`src/rtl/cnv_pkg.sv`:
```
package cnv_pkg;
  localparam int RES_W = 10;
  localparam int DW    = 8;
  localparam int AW    = 2;
  localparam int SH    = 2 * DW - RES_W;
  localparam int LOW_W = RES_W - DW;

  localparam logic [AW-1:0] A_SETUP = 2'd0;
  localparam logic [AW-1:0] A_CTRL  = 2'd1;
  localparam logic [AW-1:0] A_LO    = 2'd2;
  localparam logic [AW-1:0] A_HI    = 2'd3;

  localparam int B_EN   = 7;
  localparam int B_GO   = 6;
  localparam int B_AUTO = 5;
  localparam int B_FLAG = 4;
  localparam int B_IE   = 3;

  function automatic logic [DW-1:0] fmt_lo(input logic [RES_W-1:0] r, input logic left);
    if (left) return {r[LOW_W-1:0], {(DW-LOW_W){1'b0}}};
    return r[DW-1:0];
  endfunction

  function automatic logic [DW-1:0] fmt_hi(input logic [RES_W-1:0] r, input logic left);
    if (left) return r[RES_W-1:RES_W-DW];
    return {{SH{1'b0}}, r[RES_W-1:DW]};
  endfunction
endpackage

```
`src/rtl/cnv_setup_reg.sv`:
```
module cnv_setup_reg (
  input  logic       clk,
  input  logic       rst_n,
  input  logic       wr_en,
  input  logic [1:0] ref_in,
  input  logic       left_in,
  input  logic [3:0] chan_in,
  output logic [1:0] ref_sel,
  output logic       left_adj,
  output logic [3:0] chan_sel
);
  always_ff @(posedge clk or negedge rst_n) begin
    if (!rst_n) begin
      ref_sel  <= '0;
      left_adj <= 1'b0;
      chan_sel <= '0;
    end else if (wr_en) begin
      ref_sel  <= ref_in;
      left_adj <= left_in;
      chan_sel <= chan_in;
    end
  end
endmodule

```
`src/rtl/cnv_ctrl_reg.sv`:
```
module cnv_ctrl_reg
  import cnv_pkg::*;
(
  input  logic          clk,
  input  logic          rst_n,
  input  logic          wr_en,
  input  logic [DW-1:0] wdata,
  input  logic          trig_in,
  input  logic          seq_done,
  output logic          en,
  output logic          busy,
  output logic          auto_trig,
  output logic          flag,
  output logic          ie,
  output logic [2:0]    div,
  output logic          seq_start,
  output logic          conv_start,
  output logic          conv_end,
  output logic          flag_set,
  output logic          flag_clr
);
  logic sw_start, hw_start;

  always_comb begin
    sw_start   = wr_en && wdata[B_GO] && wdata[B_EN];
    hw_start   = auto_trig && en && trig_in;
    conv_start = (sw_start || hw_start) && !busy;
    conv_end   = seq_done && busy;
    flag_set   = conv_end;
    flag_clr   = wr_en && wdata[B_FLAG];
  end

  always_ff @(posedge clk or negedge rst_n) begin
    if (!rst_n) begin
      en <= 1'b0; auto_trig <= 1'b0; ie <= 1'b0; div <= '0;
      busy <= 1'b0; flag <= 1'b0; seq_start <= 1'b0;
    end else begin
      if (wr_en) begin
        en        <= wdata[B_EN];
        auto_trig <= wdata[B_AUTO];
        ie        <= wdata[B_IE];
        div       <= wdata[2:0];
      end
      if (conv_start)    busy <= 1'b1;
      else if (conv_end) busy <= 1'b0;
      if (flag_set)      flag <= 1'b1;
      else if (flag_clr) flag <= 1'b0;
      seq_start <= conv_start;
    end
  end
endmodule

```
`src/rtl/cnv_data_reg.sv`:
```
module cnv_data_reg
  import cnv_pkg::*;
(
  input  logic             clk,
  input  logic             rst_n,
  input  logic             conv_end,
  input  logic [RES_W-1:0] result,
  input  logic             lo_rd,
  input  logic             hi_rd,
  input  logic             left_adj,
  output logic [DW-1:0]    lo_byte,
  output logic [DW-1:0]    hi_byte,
  output logic             locked,
  output logic             capture
);
  logic [RES_W-1:0] res_q;

  assign capture = conv_end && !locked && !lo_rd;
  assign lo_byte = fmt_lo(res_q, left_adj);
  assign hi_byte = fmt_hi(res_q, left_adj);

  always_ff @(posedge clk or negedge rst_n) begin
    if (!rst_n) begin
      res_q  <= '0;
      locked <= 1'b0;
    end else begin
      if (capture)    res_q  <= result;
      if (lo_rd)      locked <= 1'b1;
      else if (hi_rd) locked <= 1'b0;
    end
  end
endmodule

```
`src/rtl/cnv_regs.sv`:
```
module cnv_regs
  import cnv_pkg::*;
(
  input  logic             clk,
  input  logic             rst_n,
  input  logic             bus_wr,
  input  logic             bus_rd,
  input  logic [AW-1:0]    bus_addr,
  input  logic [DW-1:0]    bus_wdata,
  output logic [DW-1:0]    bus_rdata,
  input  logic             trig_in,
  output logic             seq_start,
  input  logic             seq_done,
  input  logic [RES_W-1:0] seq_result,
  output logic [1:0]       ref_sel,
  output logic [3:0]       chan_sel,
  output logic [2:0]       div_sel,
  output logic             conv_en,
  output logic             irq
);
  logic setup_wr, ctrl_wr, lo_rd, hi_rd;
  logic left_adj, busy, auto_trig, flag, ie;
  logic conv_start, conv_end, flag_set, flag_clr, locked, capture;
  logic [DW-1:0] lo_byte, hi_byte;

  assign setup_wr = bus_wr && (bus_addr == A_SETUP);
  assign ctrl_wr  = bus_wr && (bus_addr == A_CTRL);
  assign lo_rd    = bus_rd && (bus_addr == A_LO);
  assign hi_rd    = bus_rd && (bus_addr == A_HI);

  cnv_setup_reg u_setup (
    .clk(clk), .rst_n(rst_n), .wr_en(setup_wr),
    .ref_in(bus_wdata[7:6]), .left_in(bus_wdata[5]), .chan_in(bus_wdata[3:0]),
    .ref_sel(ref_sel), .left_adj(left_adj), .chan_sel(chan_sel)
  );

  cnv_ctrl_reg u_ctrl (
    .clk(clk), .rst_n(rst_n), .wr_en(ctrl_wr), .wdata(bus_wdata),
    .trig_in(trig_in), .seq_done(seq_done),
    .en(conv_en), .busy(busy), .auto_trig(auto_trig), .flag(flag), .ie(ie),
    .div(div_sel), .seq_start(seq_start), .conv_start(conv_start),
    .conv_end(conv_end), .flag_set(flag_set), .flag_clr(flag_clr)
  );

  cnv_data_reg u_data (
    .clk(clk), .rst_n(rst_n), .conv_end(conv_end), .result(seq_result),
    .lo_rd(lo_rd), .hi_rd(hi_rd), .left_adj(left_adj),
    .lo_byte(lo_byte), .hi_byte(hi_byte), .locked(locked), .capture(capture)
  );

  assign irq = ie && flag;

  always_comb begin
    unique case (bus_addr)
      A_SETUP: bus_rdata = {ref_sel, left_adj, 1'b0, chan_sel};
      A_CTRL:  bus_rdata = {conv_en, busy, auto_trig, flag, ie, div_sel};
      A_LO:    bus_rdata = lo_byte;
      default: bus_rdata = hi_byte;
    endcase
  end
endmodule

```
`config.mk`:
```
export PLATFORM = sky130hd
export DESIGN_NAME = cnv_regs
export DESIGN_NICKNAME = d
export VERILOG_FILES = /design/src/rtl/cnv_pkg.sv /design/src/rtl/cnv_setup_reg.sv /design/src/rtl/cnv_ctrl_reg.sv /design/src/rtl/cnv_data_reg.sv /design/src/rtl/cnv_regs.sv
export SDC_FILE = /design/constraint.sdc
export NUM_CORES = 1
export LEC_CHECK = 0
export BUFFER_PORTS_ARGS = -buffer_cell sky130_fd_sc_hd__buf_4
export CAP_MARGIN = 20
export CORE_MARGIN = 4
export CORE_UTILIZATION = 30
export CTS_CLUSTER_SIZE = 40
export DETAILED_ROUTE_END_ITERATION = 16
export GPL_TIMING_DRIVEN = 0
export PLACE_DENSITY = 0.56
export SLEW_MARGIN = 25
export SYNTH_ARGS = -nofsm -noshare
export SYNTH_HDL_FRONTEND = slang
export SYNTH_SLANG_ARGS = --single-unit
```
`constraint.sdc`:
```
create_clock -name clk -period 3.15 [get_ports clk]
set_clock_uncertainty 0.2 [all_clocks]
set_input_delay 0.4725 -clock clk [delete_from_list [all_inputs] [get_ports clk]]
set_output_delay 0.4725 -clock clk [all_outputs]
set_load 0.01 [all_outputs]
```
# After elaboration in Yosys (flattened, before gate mapping)
# Index checks and enable logic that the tools add are counted.
[totals]
ff_bits = 27
output_inout_bits = 20
wordCells = 49
[classes]
n_eq_ne = 3
muxes = 12
n_reduce_logical = 22
[op_table]
columns = ["op", "count"]
rows = [
  ["$mux W8", 4],
  ["$pmux W8 S3", 1],
  ["$logic_and A1 B1 Y1", 14],
  ["$mux W1", 7],
  ["$reduce_bool A2 Y1", 3],
  ["$eq A2 B2 Y1 const B", 2],
  ["$logic_not A1 Y1", 3],
  ["$eq A2 B1 Y1 const B", 1],
  ["$logic_not A2 Y1", 1],
  ["$logic_or A1 B1 Y1", 1],
]

# Depth between registers and ports, before layout
# Gate-level depths: netlist of the first run.
[logic_depth]
ltp_word = 7
mapped_depth = 4
mapped_depth_nobuf = 3

# Modules after synthesis
# Synthesis of the first run repeated with hierarchy kept, for this count alone.
[hier_totals]
hier_cells = 102
hier_area_um2 = 1483.9
[modules_own_cells]
columns = ["mod", "instances", "cells_per_inst", "area_per_inst_um2"]
rows = [
  ["cnv_data_reg", 1, 43, 553.0],
  ["cnv_ctrl_reg", 1, 26, 391.6],
  ["cnv_setup_reg", 1, 15, 291.5],
  ["cnv_regs", 1, 18, 247.7],
]

# Least setup slack after synthesis of the first run
# Ideal clock, no wire load.
[synth_path]
path_type = "input port to output port"
from = "input port bus_addr[1]"
to = "output port bus_rdata[4]"
t_arrival_ns = 1.371
t_required_ns = 2.477
path_slack_ns = 1.106
cell_stages = 3
path_buffers = 2
cell_sequence = "clkbuf_1 -> buf_1 -> mux2i_1"
[synth_between]
elab_chain_len = 2
elab_cells_between_ends = 4
[synth_rtl]
columns = ["item", "line", "source"]
rows = [
  ["start: declaration", "cnv_regs.sv:8", "input logic [AW-1:0] bus_addr,"],
  ["$eq A2 B2 Y1 (tied with other cells)", "cnv_regs.sv:54", "unique case (bus_addr)"],
  ["$pmux W8 S3 (*)", "cnv_regs.sv:54", ""],
  ["end: declaration", "cnv_regs.sv:10", "output logic [DW-1:0] bus_rdata,"],
]
# Mark *: on every way between the ends. The rest lies on a longest branch, timed or not.

# Worst setup path after layout of the first run
[layout_path]
from = "register u_setup.left_adj"
to = "output port bus_rdata[0]"
[layout_between]
elab_chain_len = 3
elab_cells_between_ends = 4
[layout_rtl]
columns = ["item", "line", "source"]
rows = [
  ["start: declaration", "cnv_setup_reg.sv:9", "output logic left_adj,"],
  ["start signal: assignment", "cnv_setup_reg.sv:19", "left_adj <= left_in;"],
  ["$mux W1 (*)", "cnv_pkg.sv:20, cnv_pkg.sv:25", ""],
  ["$mux W8, on equally long branches", "cnv_pkg.sv:26, cnv_pkg.sv:21", ""],
  ["$pmux W8 S3 (*)", "cnv_regs.sv:54", ""],
]
# Marked as above.

==> results of run 1 <==
[logic make-up (layout without fill, tap and decap cells)]
logic type / after synthesis / in the layout / synth area share
flip-flops: 27 / 27 / 0.5090
AND/OR/NAND/NOR: 22 / 22 / 0.1056
multiplexers: 30 / 30 / 0.2498
buffers and inverters: 6 / 56 / 0.01790
AO/OA/AOI/OAI: 23 / 23 / 0.1178
[flip-flops by register name, summed over array words and instances, names as in the netlist]
signal	count
u_ctrl.auto_trig	1
u_ctrl.busy	1
u_ctrl.div	3
u_ctrl.en	1
u_ctrl.flag	1
u_ctrl.ie	1
u_ctrl.seq_start	1
u_data.locked	1
u_data.res_q	10
u_setup.chan_sel	4
u_setup.left_adj	1
u_setup.ref_sel	2
[worst min-delay path by stage]
stage	startpoint	endpoint	slack, ps	cells after the start
finish	seq_result[1]	u_data.res_q[1]	230	2
global route	seq_result[1]	u_data.res_q[1]	220	2
CTS	seq_result[1]	u_data.res_q[1]	220	2
detailed placement	rst_n	u_data.res_q[3]	210	1
global placement	rst_n	u_data.res_q[9]	200	1
floorplan	rst_n	u_ctrl.auto_trig	-20	0
[final cells by class]
type	count	area, um^2	share of cell area
inverters	1	3.754	0.002105
plain buffers	5	20.02	0.01123
multi-input cells	75	628.1	0.3523
repair buffers	46	347.8	0.1951
clock buffers	4	45.04	0.02526
flip-flops and latches	27	675.6	0.3789
well taps	50	62.56	0.03509
[power groups by stage]
| stage | sequential (mW) | combinational, mW | clock (mW) |
|---|---|---|---|
| global route | 0.570 | 0.459 | 0.218 |
| global placement | 0.557 | 0.410 | 0 |
| CTS | 0.554 | 0.427 | 0.204 |
| detailed placement | 0.560 | 0.425 | 0 |
| finish | 0.554 | 0.418 | 0.192 |
| floorplan | 0.540 | 0.247 | 0 |
[Yosys cell counts]
cell type,count,area share
dfrtp_1,27,0.51
mux2_2,25,0.21
nand2_1,6,0.017
nor2b_1,6,0.028
a211oi_1,5,0.028
a21oi_1,5,0.019
a22oi_1,5,0.028
mux2i_1,5,0.038
clkbuf_1,3,0.0085
and2_1,2,0.0094
nand3b_1,2,0.011
o21ai_0,2,0.0075
a21o_1,1,0.0057
a2bb2oi_1,1,0.0066
a31o_2,1,0.0066
and3b_1,1,0.0066
buf_1,1,0.0028
buf_2,1,0.0038
inv_1,1,0.0028
nand3_1,1,0.0038
nand4_1,1,0.0047
nor2_1,1,0.0028
nor3_4,1,0.012
nor3b_2,1,0.0094
o211ai_1,1,0.0057
o21a_1,1,0.0057
o22ai_1,1,0.0047
[per-layer routing]
layer	track usage	part of all wire	wire, um	vias to the layer above
met5	0	0	0	-
met4	0.04348	0.010	34	0
met3	0.02838	0.064	215	6
met2	0.2068	0.48	1601	42
met1	0.1681	0.45	1510	492
li1	-	-	-	495
[critical path: stages (launching register included)]
cell	delay [ps]
dfrtp_1	340
clkbuf_1	350
mux2_2	380
a22oi_1	150
a21oi_1	90
buf_4	160
[metrics by stage]
step           cells  hold WS (ps)  area [um^2]  worst slack [ps]    util
6_report         208         232.4         1783             731.0  0.4303
5_1_grt          208         218.8         1783             595.3  0.4303
4_1_cts          208         222.4         1783             710.7  0.4303
3_5_place_dp     203         208.8         1728             747.7  0.4170
3_3_place_gp     203         199.4         1728             765.4  0.4170
2_1_floorplan    108        -23.09         1328              1106       -
[layout by cell type, fill, tap and decap left out, types with 2 or more instances in the layout]
cell / netlist / final
nand2_1: 6 / 6
nor2b_1: 6 / 6
buf_4: 0 / 45
and2_1: 2 / 2
o21ai_0: 2 / 2
mux2_2: 25 / 25
a22oi_1: 5 / 5
dfrtp_1: 27 / 27
a21oi_1: 5 / 5
nand3b_1: 2 / 2
a211oi_1: 5 / 5
clkbuf_1: 3 / 4
mux2i_1: 5 / 5
clkbuf_8: 0 / 3
[repair_timing]
item	4_1_cts	5_1_grt
hold endpoints to repair	27	0
hold buffers	1	0
setup buffers	0	0
==> run_results.csv, run 1 <==
group,metric,value,unit
power_and_ir_drop,swShare,0.3162,
die,die-area,5553,um^2
clock_tree,cts_made_buffers,3,
die,rows,23,
critical_path,endpoint,"bus_rdata[0]",
global_route,overflow,0,
route,ant_nets,0,
clock_tree,root_buffer,"clkbuf_8",
critical_path,r2r_cells,3,
finish,fillers,408,
critical_path,reg2reg_from,"u_ctrl.busy",
clock_tree,clk_latency,270,ps
critical_path,cp-start-kind,"flip-flop",
run,max_cap_viol_count,0,
die,start_util,0.3204,
global_route,grt_max_degree,28,
sta,rsz0062_at_grt,"false",
power_and_ir_drop,cellLeakagePower,0.8038,nW
route,vias_per_cell,4.976,
critical_path,worstPathArrival,1750,ps
sta,hold_viol_final,0,
finish,syn2layout_area_growth,34.31,%
route,wl_per_cell,16.16,um
clock_tree,cts_tree,"built",
global_route,grt_pass1_vias,1137,
global_route,antenna_found_initial,0,
sta,drv_slew,0,
clock_tree,path_clk_slew,90,ps
critical_path,r2r_setup_slack,1480,ps
synthesis,synth_nets,134,
critical_path,required,2480,ps
critical_path,criticalPathCategory,"reg2out",
die,core_area,4144,um^2
sta,fin_crit,2419,ps
sta,setup_viol,0,
power_and_ir_drop,seq_power_share,0.476,
power_and_ir_drop,power.net_switching,0.3680,mW
power_and_ir_drop,p_int,0.7960,mW
min_path,min_path_type,"in2reg",
power_and_ir_drop,power_frac_comb,0.359,
global_route,grt_pass1_wl,5.451,mm
critical_path,crit_path_start,"u_setup.left_adj",
clock_tree,cts_resized,0,
sta,max_freq,413.4,MHz
finish,n_antenna_cell,0,
synthesis,synth-seq-area-share,0.5090,
synthesis,yosys_warnings,0,
die,die_y,74.52,um
clock_tree,cts.sinks,27,
synthesis,yosysUniqueCellTypes,27,
critical_path,r2r-end,"u_data.res_q[5]",
power_and_ir_drop,pwr-share-clk,0.165,
sta,worstMarginPinSlew,590.6,ps
power_and_ir_drop,power_density,652.9,nW/um^2
route,drtIter0Drc,12,
critical_path,worst_setup_path_end_kind,"primary output",
route,vias,1035,
die,fp.dieW,74.52,um
place,place_congestion,0.7617,
power_and_ir_drop,power,1.164,mW
global_route,grt_use_total,0.1275,
clock_tree,htreeDepth,1,
route,routed_wl,3.361,mm
sta,fin_crit_sh,0.7679,
die,num_io_pins,46,
route,first_pass_iters,4,
critical_path,crit_fanout,9,
finish,nets,185,
power_and_ir_drop,ir_worst_vdd,0.2281,mV
synthesis,syn_inst,108,
route,drc,0,
sta,totalNegativeSetupSlack,0,ps
synthesis,syn-cell-area,1328,um^2
place,io_buffers,45,
outcome,status,"finished, final reports clean",
place,dp_hpwl,2.638,mm
clock_tree,ctsLongestPathBuffers,2,
synthesis,synth.avg_cell_area,12.29,um^2
sta,slew_headroom,0.6046,
finish,drive_gt1_frac,0.4873,
synthesis,ys_ff_latch,27,
(Power assumes the default switching activity.)
==> inputs of run 2 (changes only) <==
--- a/config.mk
+++ b/config.mk
@@ -12,7 +12,7 @@
 export CTS_CLUSTER_SIZE = 40
 export DETAILED_ROUTE_END_ITERATION = 16
 export GPL_TIMING_DRIVEN = 0
-export PLACE_DENSITY = 0.56
+export PLACE_DENSITY = 0.58
 export SLEW_MARGIN = 25
 export SYNTH_ARGS = -nofsm -noshare
 export SYNTH_HDL_FRONTEND = slang
==> constraint.sdc (replaced) <==
create_clock -name clk -period 2.2 [get_ports clk]
set_clock_uncertainty 0.2 [all_clocks]
set_input_delay 0.33 -clock clk [delete_from_list [all_inputs] [get_ports clk]]
set_output_delay 0.33 -clock clk [all_outputs]
set_load 0.01 [all_outputs]
==> run 2 against run 1 <==
Compared with the run above:
- combinational power increased by 39%
- design area is essentially flat
- critical path depth grew 1
- sequential share of layout area hardly changed
- largest cell class unchanged
- highest routed layer unchanged
==> run_results.csv, run 2 (synthesis results as in run 1) <==
group,metric,value,unit
critical_path,r2r-end,"u_data.res_q[5]",
die,fp.dieW,74.52,um
finish,final_common_cell,"buf_4",
finish,drive_gt1_frac,0.5096,
sta,rsz0062_at_grt,"false",
min_path,min_path_type,"in2reg",
clock_tree,cts.sinks,27,
sta,fin_crit_sh,0.9411,
min_path,min_path_cells,2,
finish,reg_top3,"u_data.res_q x10, u_setup.chan_sel x4, u_ctrl.div x3",
power_and_ir_drop,ir_worst_vdd,0.3977,mV
critical_path,cp-start-kind,"input pin",
sta,drv_slew,0,
sta,totalNegativeSetupSlack,0,ps
finish,top_register,"u_data.res_q",
critical_path,r2r_setup_slack,530,ps
critical_path,crit_fanout,10,
critical_path,r2r_cells,3,
die,num_io_pins,46,
finish,fillers,401,
finish,nets,184,
route,drtIter0Drc,28,
sta,setup_viol,0,
finish,mostFrequentLayoutCells,"45 x buf_4, 26 x dfrtp_1, 25 x mux2_2, 6 x nand2_1, 6 x nor2b_1",
finish,multiInputGateArea,630.6,um^2
sta,hold_slack,88.35,ps
sta,max_freq,483.0,MHz
die,die_y,74.52,um
finish,syn2layout_area_growth,34.40,%
clock_tree,post-cts-setup-buffers,0,
run,max_cap_viol_count,0,
die,die-area,5553,um^2
power_and_ir_drop,power_density,930.2,nW/um^2
clock_tree,ctsLongestPathBuffers,2,
power_and_ir_drop,cellLeakagePower,0.8045,nW
global_route,grt_max_degree,28,
place,dp_hpwl,2.561,mm
route,first_pass_iters,4,
sta,slew_headroom,0.6006,
clock_tree,path_clk_slew,90,ps
die,start_util,0.3204,
critical_path,worstPathArrival,1540,ps
route,ant_nets,0,
sta,fin_crit,2070,ps
finish,largest_register_ffs,10,
clock_tree,htreeDepth,1,
clock_tree,root_buffer,"clkbuf_8",
clock_tree,cts_tree,"built",
critical_path,required,1670,ps
global_route,grt_use_total,0.1264,
critical_path,reg2reg_from,"u_ctrl.busy",
place,io_buffers,45,
die,core_area,4144,um^2
route,drc,0,
global_route,overflow,0,
global_route,antenna_found_initial,0,
critical_path,worst_setup_path_end_kind,"primary output",
sta,worstMarginPinSlew,596.5,ps
finish,n_antenna_cell,0,
place,place_congestion,0.7783,
clock_tree,cts_made_buffers,3,
route,vias,1038,
route,wl_per_cell,15.71,um
min_path,hold_end,"u_data.res_q[8]",
min_path,hp-start,"seq_result[8]",
route,routed_wl,3.251,mm
global_route,grt_pass1_vias,1075,
clock_tree,clk_latency,270,ps
die,rows,23,
critical_path,criticalPathCategory,"in2out",
finish,seqCellArea,676.9,um^2
global_route,grt_pass1_wl,5.271,mm
route,vias_per_cell,5.014,
outcome,status,"finished, final reports clean",
sta,hold_viol_final,0,
[run 2: metrics by stage]
step | util | power, mW | std cells | worst slack [ps] | instance area, um^2
finish | 0.4306 | 1.660 | 207 | 129.6 | 1784
global route | 0.4306 | 1.780 | 207 | 10.05 | 1784
CTS | 0.4293 | 1.686 | 207 | 16.89 | 1779
detailed placement | 0.4170 | 1.404 | 203 | 82.41 | 1728
global placement | 0.4170 | 1.383 | 203 | 105.1 | 1728
floorplan | - | 1.126 | 108 | 441.2 | 1328
[run 2: area by class of cell]
| type | count | area share |
|---|---|---|
| well taps | 50 | 0.03506 |
| inverters | 1 | 0.002104 |
| clock buffers | 4 | 0.02525 |
| plain buffers | 4 | 0.009818 |
| repair buffers | 46 | 0.1950 |
| flip-flops and latches | 27 | 0.3794 |
| multi-input cells | 75 | 0.3534 |
[run 2: routing by layer]
metal  global-route usage  wire length, um  vias up
met5                    0                0        -
met2               0.2107             1645       36
met3              0.03649              213        2
met1               0.1600             1367      505
li1                     -                -      495
met4              0.03557               23        0
[run 2: what timing repair did]
item,4_1_cts,5_1_grt
hold endpoints to repair,27,0
hold buffers,1,0
gates resized for setup,0,3
setup endpoints to repair,6,6
[run 2: worst max path at each step]
stage / from / endpoint / slack [ps] / cells past startpoint
after floorplan: bus_addr[1] / bus_rdata[4] / 440 / 3
after global placement: bus_addr[1] / bus_rdata[6] / 110 / 6
after detailed placement: bus_addr[1] / bus_rdata[6] / 80 / 6
after CTS: u_setup.left_adj / bus_rdata[3] / 20 / 4
after global routing: bus_addr[0] / bus_rdata[2] / 10 / 6
final: bus_addr[0] / bus_rdata[0] / 130 / 6
[run 2: power by group]
| part | internal (mW) | leakage [nW] | switching (mW) | total, mW |
|---|---|---|---|---|
| registers | 0.658 | 0.320 | 0.146 | 0.804 |
| clock network | 0.130 | 0.0228 | 0.144 | 0.274 |
| logic | 0.352 | 0.462 | 0.230 | 0.582 |
[run 2: critical path: stages]
cell      delay [ps]
buf_4            110
buf_2            230
clkbuf_1         380
a211oi_1         170
a21oi_1          180
buf_4            150
